### src/rtl/aperRemapPkg.sv
package aperRemapPkg;
  localparam int IDX_MAX_W = 16;
  localparam int PG_SHIFT  = 12;

  localparam logic [7:0] OFS_CFG  = 8'h24;
  localparam logic [7:0] OFS_SEL  = 8'h28;
  localparam logic [7:0] OFS_DATA = 8'h2c;

  typedef struct packed {
    logic                 tblWe;
    logic [IDX_MAX_W-1:0] tblIdx;
    logic [31:0]          tblData;
    logic                 xlateEn;
    logic [IDX_MAX_W-1:0] rdIdx;
  } ctrlStb_t;

  function automatic logic inAper(input logic [31:0] addr, input logic [31:0] base,
                                  input logic [32:0] bytes);
    logic [32:0] off;
    off = {1'b0, addr} - {1'b0, base};
    return (addr >= base) && (off < bytes);
  endfunction
endpackage

### src/rtl/aperRemapCtrl.sv
module aperRemapCtrl
  import aperRemapPkg::*;
#(
  parameter logic [31:0] APER_BASE  = 32'h5800_0000,
  parameter int          PAGE_COUNT = 32,
  parameter int          IDX_W      = 5
) (
  input  logic        clk,
  input  logic        rstN,
  input  logic        regReq,
  input  logic        regWe,
  input  logic [7:0]  regAddr,
  input  logic [31:0] regWdata,
  output logic        regAck,
  output logic [31:0] regRdata,
  input  logic [31:0] selEntry,
  output ctrlStb_t    stb
);
  localparam logic [32:0] APER_BYTES = 33'(PAGE_COUNT) << PG_SHIFT;

  logic        xlateEn;
  logic [31:0] selAddr;
  logic [32:0] selOff;
  logic        selHit;
  logic [IDX_W-1:0] selIdx;
  logic [31:0] rdMux;

  always_comb begin
    selOff = {1'b0, selAddr} - {1'b0, APER_BASE};
    selHit = inAper(selAddr, APER_BASE, APER_BYTES);
    selIdx = selOff[IDX_W+PG_SHIFT-1:PG_SHIFT];
  end

  always_comb begin
    stb.tblWe   = regReq && regWe && (regAddr == OFS_DATA) && selHit;
    stb.tblIdx  = IDX_MAX_W'(selIdx);
    stb.tblData = regWdata;
    stb.xlateEn = xlateEn;
    stb.rdIdx   = IDX_MAX_W'(selIdx);
  end

  always_comb begin
    unique case (regAddr)
      OFS_CFG:  rdMux = {31'b0, xlateEn};
      OFS_SEL:  rdMux = selAddr;
      OFS_DATA: rdMux = selHit ? selEntry : 32'b0;
      default:  rdMux = 32'b0;
    endcase
  end

  always_ff @(posedge clk) begin
    if (!rstN) begin
      xlateEn  <= 1'b0;
      selAddr  <= 32'b0;
      regAck   <= 1'b0;
      regRdata <= 32'b0;
    end else begin
      regAck   <= regReq;
      regRdata <= (regReq && !regWe) ? rdMux : 32'b0;
      if (regReq && regWe) begin
        if (regAddr == OFS_CFG) xlateEn <= regWdata[0];
        if (regAddr == OFS_SEL) selAddr <= regWdata;
      end
    end
  end
endmodule

### src/rtl/aperRemapDatapath.sv
module aperRemapDatapath
  import aperRemapPkg::*;
#(
  parameter logic [31:0] APER_BASE  = 32'h5800_0000,
  parameter int          PAGE_COUNT = 32,
  parameter int          IDX_W      = 5
) (
  input  logic        clk,
  input  logic        rstN,
  input  ctrlStb_t    stb,
  output logic [31:0] selEntry,
  input  logic        lkReq,
  input  logic [31:0] lkAddr,
  output logic        lkValid,
  output logic [31:0] lkPhys,
  output logic        lkFault
);
  localparam logic [32:0] APER_BYTES = 33'(PAGE_COUNT) << PG_SHIFT;

  logic [31:0] tbl [PAGE_COUNT];
  logic [32:0] lkOff;
  logic        lkHit;
  logic [IDX_W-1:0] lkIdx;
  logic [31:0] lkEntry;
  logic        lkOk;

  genvar g;
  generate
    for (g = 0; g < PAGE_COUNT; g++) begin : gEntry
      always_ff @(posedge clk) begin
        if (!rstN) tbl[g] <= 32'b0;
        else if (stb.tblWe && (stb.tblIdx[IDX_W-1:0] == IDX_W'(g))) tbl[g] <= stb.tblData;
      end
    end
  endgenerate

  assign selEntry = tbl[stb.rdIdx[IDX_W-1:0]];

  always_comb begin
    lkOff   = {1'b0, lkAddr} - {1'b0, APER_BASE};
    lkHit   = inAper(lkAddr, APER_BASE, APER_BYTES);
    lkIdx   = lkOff[IDX_W+PG_SHIFT-1:PG_SHIFT];
    lkEntry = lkHit ? tbl[lkIdx] : 32'b0;
    lkOk    = stb.xlateEn && lkHit && lkEntry[31];
  end

  always_ff @(posedge clk) begin
    if (!rstN) begin
      lkValid <= 1'b0;
      lkPhys  <= 32'b0;
      lkFault <= 1'b0;
    end else begin
      lkValid <= lkReq;
      lkFault <= lkReq && !lkOk;
      lkPhys  <= (lkReq && lkOk) ? {1'b0, lkEntry[30:PG_SHIFT], lkAddr[PG_SHIFT-1:0]} : 32'b0;
    end
  end
endmodule

### src/rtl/aperRemapTop.sv
module aperRemapTop
  import aperRemapPkg::*;
#(
  parameter logic [31:0] APER_BASE  = 32'h5800_0000,
  parameter int          PAGE_COUNT = 32
) (
  input  logic        clk,
  input  logic        rstN,
  input  logic        regReq,
  input  logic        regWe,
  input  logic [7:0]  regAddr,
  input  logic [31:0] regWdata,
  output logic        regAck,
  output logic [31:0] regRdata,
  input  logic        lkReq,
  input  logic [31:0] lkAddr,
  output logic        lkValid,
  output logic [31:0] lkPhys,
  output logic        lkFault
);
  localparam int IDX_W = (PAGE_COUNT < 2) ? 1 : $clog2(PAGE_COUNT);

  ctrlStb_t    stb;
  logic [31:0] selEntry;

  aperRemapCtrl #(.APER_BASE(APER_BASE), .PAGE_COUNT(PAGE_COUNT), .IDX_W(IDX_W)) uCtrl (
    .clk(clk), .rstN(rstN), .regReq(regReq), .regWe(regWe), .regAddr(regAddr),
    .regWdata(regWdata), .regAck(regAck), .regRdata(regRdata),
    .selEntry(selEntry), .stb(stb)
  );

  aperRemapDatapath #(.APER_BASE(APER_BASE), .PAGE_COUNT(PAGE_COUNT), .IDX_W(IDX_W)) uDp (
    .clk(clk), .rstN(rstN), .stb(stb), .selEntry(selEntry),
    .lkReq(lkReq), .lkAddr(lkAddr), .lkValid(lkValid), .lkPhys(lkPhys), .lkFault(lkFault)
  );
endmodule

### config.mk
export PLATFORM = sky130hd
export DESIGN_NAME = aperRemapTop
export DESIGN_NICKNAME = d
export VERILOG_FILES = /design/src/rtl/aperRemapPkg.sv /design/src/rtl/aperRemapCtrl.sv /design/src/rtl/aperRemapDatapath.sv /design/src/rtl/aperRemapTop.sv
export SDC_FILE = /design/constraint.sdc
export NUM_CORES = 2
export LEC_CHECK = 0
export BUFFER_PORTS_ARGS = -buffer_cell sky130_fd_sc_hd__buf_2
export CELL_PAD_IN_SITES_DETAIL_PLACEMENT = 0
export CELL_PAD_IN_SITES_GLOBAL_PLACEMENT = 2
export CORE_MARGIN = 3
export CORE_UTILIZATION = 42
export DETAILED_ROUTE_END_ITERATION = 10
export GPL_ROUTABILITY_DRIVEN = 0
export GPL_TIMING_DRIVEN = 0
export PLACE_DENSITY = 0.82
export SKIP_LAST_GASP = 1
export SLEW_MARGIN = 25
export SYNTH_ARGS = -nofsm -noshare
export SYNTH_HDL_FRONTEND = slang
export SYNTH_SLANG_ARGS = --single-unit
### constraint.sdc
create_clock -name clk -period 4.8 [get_ports clk]
set_input_delay 0 -clock clk [delete_from_list [all_inputs] [get_ports clk]]
set_output_delay 0 -clock clk [all_outputs]
set_load 0.02 [all_outputs]
# Yosys cells after proc, flatten, opt, wreduce, memory -nomap -nowiden
# Memory sizes are Yosys's and may differ from the RTL's.
# Cells that the tools add are included.
[word_totals] regBits=100 mem_bits_rw=1024 inputBits=77 output_inout_bits=67 word_cells=264 mem_count=1
[memory_table] name="uDp.tbl" depth=32 width=32 rd=2 rd_ports_with_merged_regs=0 wr=32 line="aperRemapDatapath.sv:20" text="logic [31:0] tbl [PAGE_COUNT];"
[classes] add_sub_neg=2 n_lt_le_gt_ge=4 n_eq_ne=34 muxes=132 bitwise=32 n_reduce_logical=50
[ops] cell="2-to-1 mux 32 bit" count=34
[ops] cell="2-to-1 mux 1 bit" count=97
[ops] cell="case mux 32 bit (3 select lines)" count=1
[ops] cell="equality test 5 bit (second input constant)" count=16
[ops] cell="< comparator 33 x 18 -> 1 bit (second input constant)" count=2
[ops] cell="subtractor 32 x 31 -> 33 bit (second input constant)" count=2
[ops] cell=">= comparator 32 x 31 -> 1 bit (second input constant)" count=2
[ops] cell="logical AND 1 bit" count=42
[ops] cell="equality test 5 x 4 -> 1 bit (second input constant)" count=8
[ops] cell="bitwise OR 1 bit" count=32
[ops] cell="equality test 8 x 6 -> 1 bit (second input constant)" count=3
[ops] cell="equality test 5 x 3 -> 1 bit (second input constant)" count=4
[ops] cell="equality test 5 x 2 -> 1 bit (second input constant)" count=2
[ops] cell="AND reduction 2 bit" count=4
[ops] cell="equality test 5 x 1 -> 1 bit (second input constant)" count=1
[ops] cell="logical NOT 5 bit" count=1
[ops] cell="AND reduction 3 bit" count=1
[ops] cell="logical NOT 1 bit" count=2

# Longest topological paths before layout
[logic_depth] word_depth=9 ltp_mapped=9 depth_no_buf=5

# Cells and area by module
# From an unflattened synthesis, not the netlist that was laid out.
[hier_totals] hier_cells=3674 area_unflattened_um2=55453.2
[by_module_without_submodules] mod="aperRemapDatapath" instances=1 cells_each=3366 area_per_inst_um2=52521.6 seq_area_each_um2=31410.1
[by_module_without_submodules] mod="aperRemapCtrl" instances=1 cells_each=308 area_per_inst_um2=2931.6 seq_area_each_um2=1321.3

# Worst setup path after synthesis
# No wires, ideal clock.
[synth_timing] path_kind="register to register" start="register uCtrl.selAddr[31]" end="memory uDp.tbl[23][0] (enable)" setup_ns=0.466 arrival_ns=4.024 required_ns=4.334 path_slack_ns=0.310 stages_incl_launch_ff=6 n_path_buf=1 synth_period_minus_slack_ns=4.490 path_cell_list="dfxtp_1 or4_1 nor3_4 nand4_2 buf_6 o21ai_0"
[synth_lines] item="from (decl)" line="aperRemapCtrl.sv:22" text="logic [31:0] selAddr;"
[synth_lines] item="from (signal assigned)" line="aperRemapCtrl.sv:62" text="if (regAddr == OFS_SEL) selAddr <= regWdata;"
[synth_lines] item="to (decl)" line="aperRemapDatapath.sv:20"

==> metrics.yaml <==
grt:
  grt_antenna_before_repair: 16
  grt_pass1_vias: 35900
  grt_overflow_total: 0
  grtUsageTotal: 0.307
  grt_pass1_wl_um: 284000
  grt_max_degree: 18
floorplan:
  coreArea_um2: 129000
  num_io_pins: 144
  die_area_um2: 135000
  die_x_um: 367
  rows: 131
  fp.dieH_um: 367
  start_util: 0.426
pwr:
  p_leak_nw: 22.7
  p_total_mw: 22.1
  p_per_area_nw_per_um2: 343
  peakVddDrop_mv: 0.329
timing:
  finClkSkew_ns: 0.0406
  worstMarginPinSlew_ns: 1.18
  period_share: 0.881
  slew_headroom: 0.216
  max_freq_ghz: 0.236
  drv_slew: 0
  post-route-min-period_ns: 4.23
  rsz0062_at_grt: "false"
  setup_viol: 0
  hold_viol_final: 0
synthesis:
  ys_top_cells_by_count: "edfxtp_1, and2_1, mux4_2"
  ys_seq_area_frac: 0.597
  synth_cell_types: 59
  synth-seq-cells: 1123
  synthesis.nets: 3738
  yosys.cell_count.top_type: "edfxtp_1"
  syn_area_um2: 54900
  yosysTopAreaCell: "edfxtp_1"
  synth_edf_count: 1024
  synth.top_cell.area_share: 0.560
  syn_inst: 3661
  ys_top_cells_by_area: "edfxtp_1, mux4_2, and2_1"
  synthArstFlopShare: 0
  ys.flop_type: "edfxtp_1"
  avgSynthCellArea_um2: 15.0
  ys.warnings.count: 0
worst_setup_path:
  critical_path_class: "flop to flop"
  worstPathArrival_ns: 4.68
  critPathRequiredTime_ns: 5.25
  critical_path.max_fanout: 13
  start_kind: "flop"
  rr_startpoint: "uCtrl.selAddr[16]$_SDFFE_PN0P_"
  startpoint: "uCtrl.selAddr[16]$_SDFFE_PN0P_"
  cp-end-kind: "flop"
clocking:
  numCtsBuffers: 119
  cts_setup_buffers: 0
  cts_tree: "built"
  cts_buffer_depth: 3
  cts_root_buf: "clkbuf_16"
  cts_resized: 0
  clock_sinks: 1123
  clk-insertion-delay-late_ns: 0.76
  htree_levels: 3
  path_clk_slew_ns: 0.07
run:
  maxCapViolCount: 0
place:
  dp.cells: 5598
  hpwl_um: 153000
  port_buffers: 137
final_layout:
  final_cells: 5892
  nNetsFinal: 4132
  syn2layout_area_growth_pct: 17.6
  drive_gt1_frac: 0.258
worst_hold_path:
  min_path_type: "input pin to flop"
  min-delay-start: "rstN"
route:
  drt_wl_total_um: 209000
  routed_via_density: 6.13
  vias: 36100
  wl_per_cell_um: 35.4
  drc_errors: 0
  firstDrtPassIters: 6
  drtIter0Drc: 5685
  ant_nets: 0
status:
  status: "completed"
-- power breakdown --
| part | switching (mW) | internal (mW) |
|---|---|---|
| logic | 0.977 | 0.653 |
| registers | 0.170 | 11.1 |
| clock network | 4.04 | 5.25 |
| total | 5.18 | 17.0 |
-- critical path, stage by stage, from the launching register on --
cell and delay [ns]:
dfxtp_1 0.42, clkbuf_1 0.51, clkbuf_1 0.73, buf_1 0.64, nand3_1 0.48, o21ai_4 0.69
buf_16 0.23, buf_8 0.18
-- what timing repair did --
action	4_1_cts	5_1_grt
endpoints found under the setup margin	0	0
hold buffers	65	0
hold endpoints to repair	522	0
-- state kept, by name, indices dropped and copies added, names as in the netlist --
signal          count
uCtrl.xlateEn       1
uDp.tbl          1024
uCtrl.regAck        1
uCtrl.regRdata     32
uCtrl.selAddr      32
uDp.lkFault         1
uDp.lkValid         1
uDp.lkPhys         31
-- layout make-up --
type                       count  area [µm²]
fill                       10800       64100
clock buffer                 157        3300
buffer                       377        1780
inverter                      15        56.3
clock inverter                65         573
timing repair buffer         273        3180
multi-input combinational   2146       20700
sequential                  1123       32700
antenna                        7        17.5
tap                         1729        2160
-- routing by layer --
metal	wire length (µm)	GRT usage
met4	14900	0.176
met3	25100	0.0952
met5	42	0
met2	91200	0.457
met1	77500	0.397
-- logic make-up after synthesis --
family	after synthesis	share of synthesized area
simple gates	1315	0.145
buf+inv	392	0.0324
other cells	1	0.0000684
compound gates	291	0.0394
mux	539	0.186
flops	1123	0.597
-- metrics by stage --
| stage | cell area [µm²] | util | hold WS (ns) | TNS [ns] | setup WS [ns] |
|---|---|---|---|---|---|
| after floorplan | 54900 | - | 0.112 | 0 | 0.310 |
| after global placement | 57700 | 0.449 | 0.223 | -3206.02 | -3.83 |
| after detailed placement | 60000 | 0.466 | 0.218 | 0 | 0.883 |
| after CTS | 64500 | 0.501 | 0.0564 | 0 | 0.863 |
| after global routing | 64500 | 0.501 | 0.120 | 0 | 0.593 |
| final | 64500 | 0.502 | 0.125 | 0 | 0.569 |
-- worst paths after layout --
check	endpoint	slack, ns	cells past startpoint
setup / recovery	uDp.tbl[23][27]$_SDFFCE_PN0P_	0.57	7
setup reg to reg	uDp.tbl[23][27]$_SDFFCE_PN0P_	0.57	7
hold / removal	uDp.lkValid$_SDFF_PN0_	0.12	2
hold reg to reg	uCtrl.selAddr[3]$_SDFFE_PN0P_	0.47	2
-- cell usage in the layout, fill, tap and decap left out, types with 32 or more instances in the layout --
cell type,Yosys,layout
nand2_1,113,113
o21ai_4,0,32
nor3_1,37,36
clkbuf_2,48,78
a221oi_1,41,41
mux2i_1,153,153
nor2_1,52,51
dlygate4sd3_1,0,65
dfxtp_1,99,99
clkbuf_1,219,217
a22oi_1,52,52
and2_1,957,957
mux4_2,386,386
clkbuf_16,0,124
edfxtp_1,1024,1024
buf_2,49,201
buf_16,0,62
a21boi_0,33,33
and2_2,73,73
Note: power is estimated with default switching activity, not from simulation.
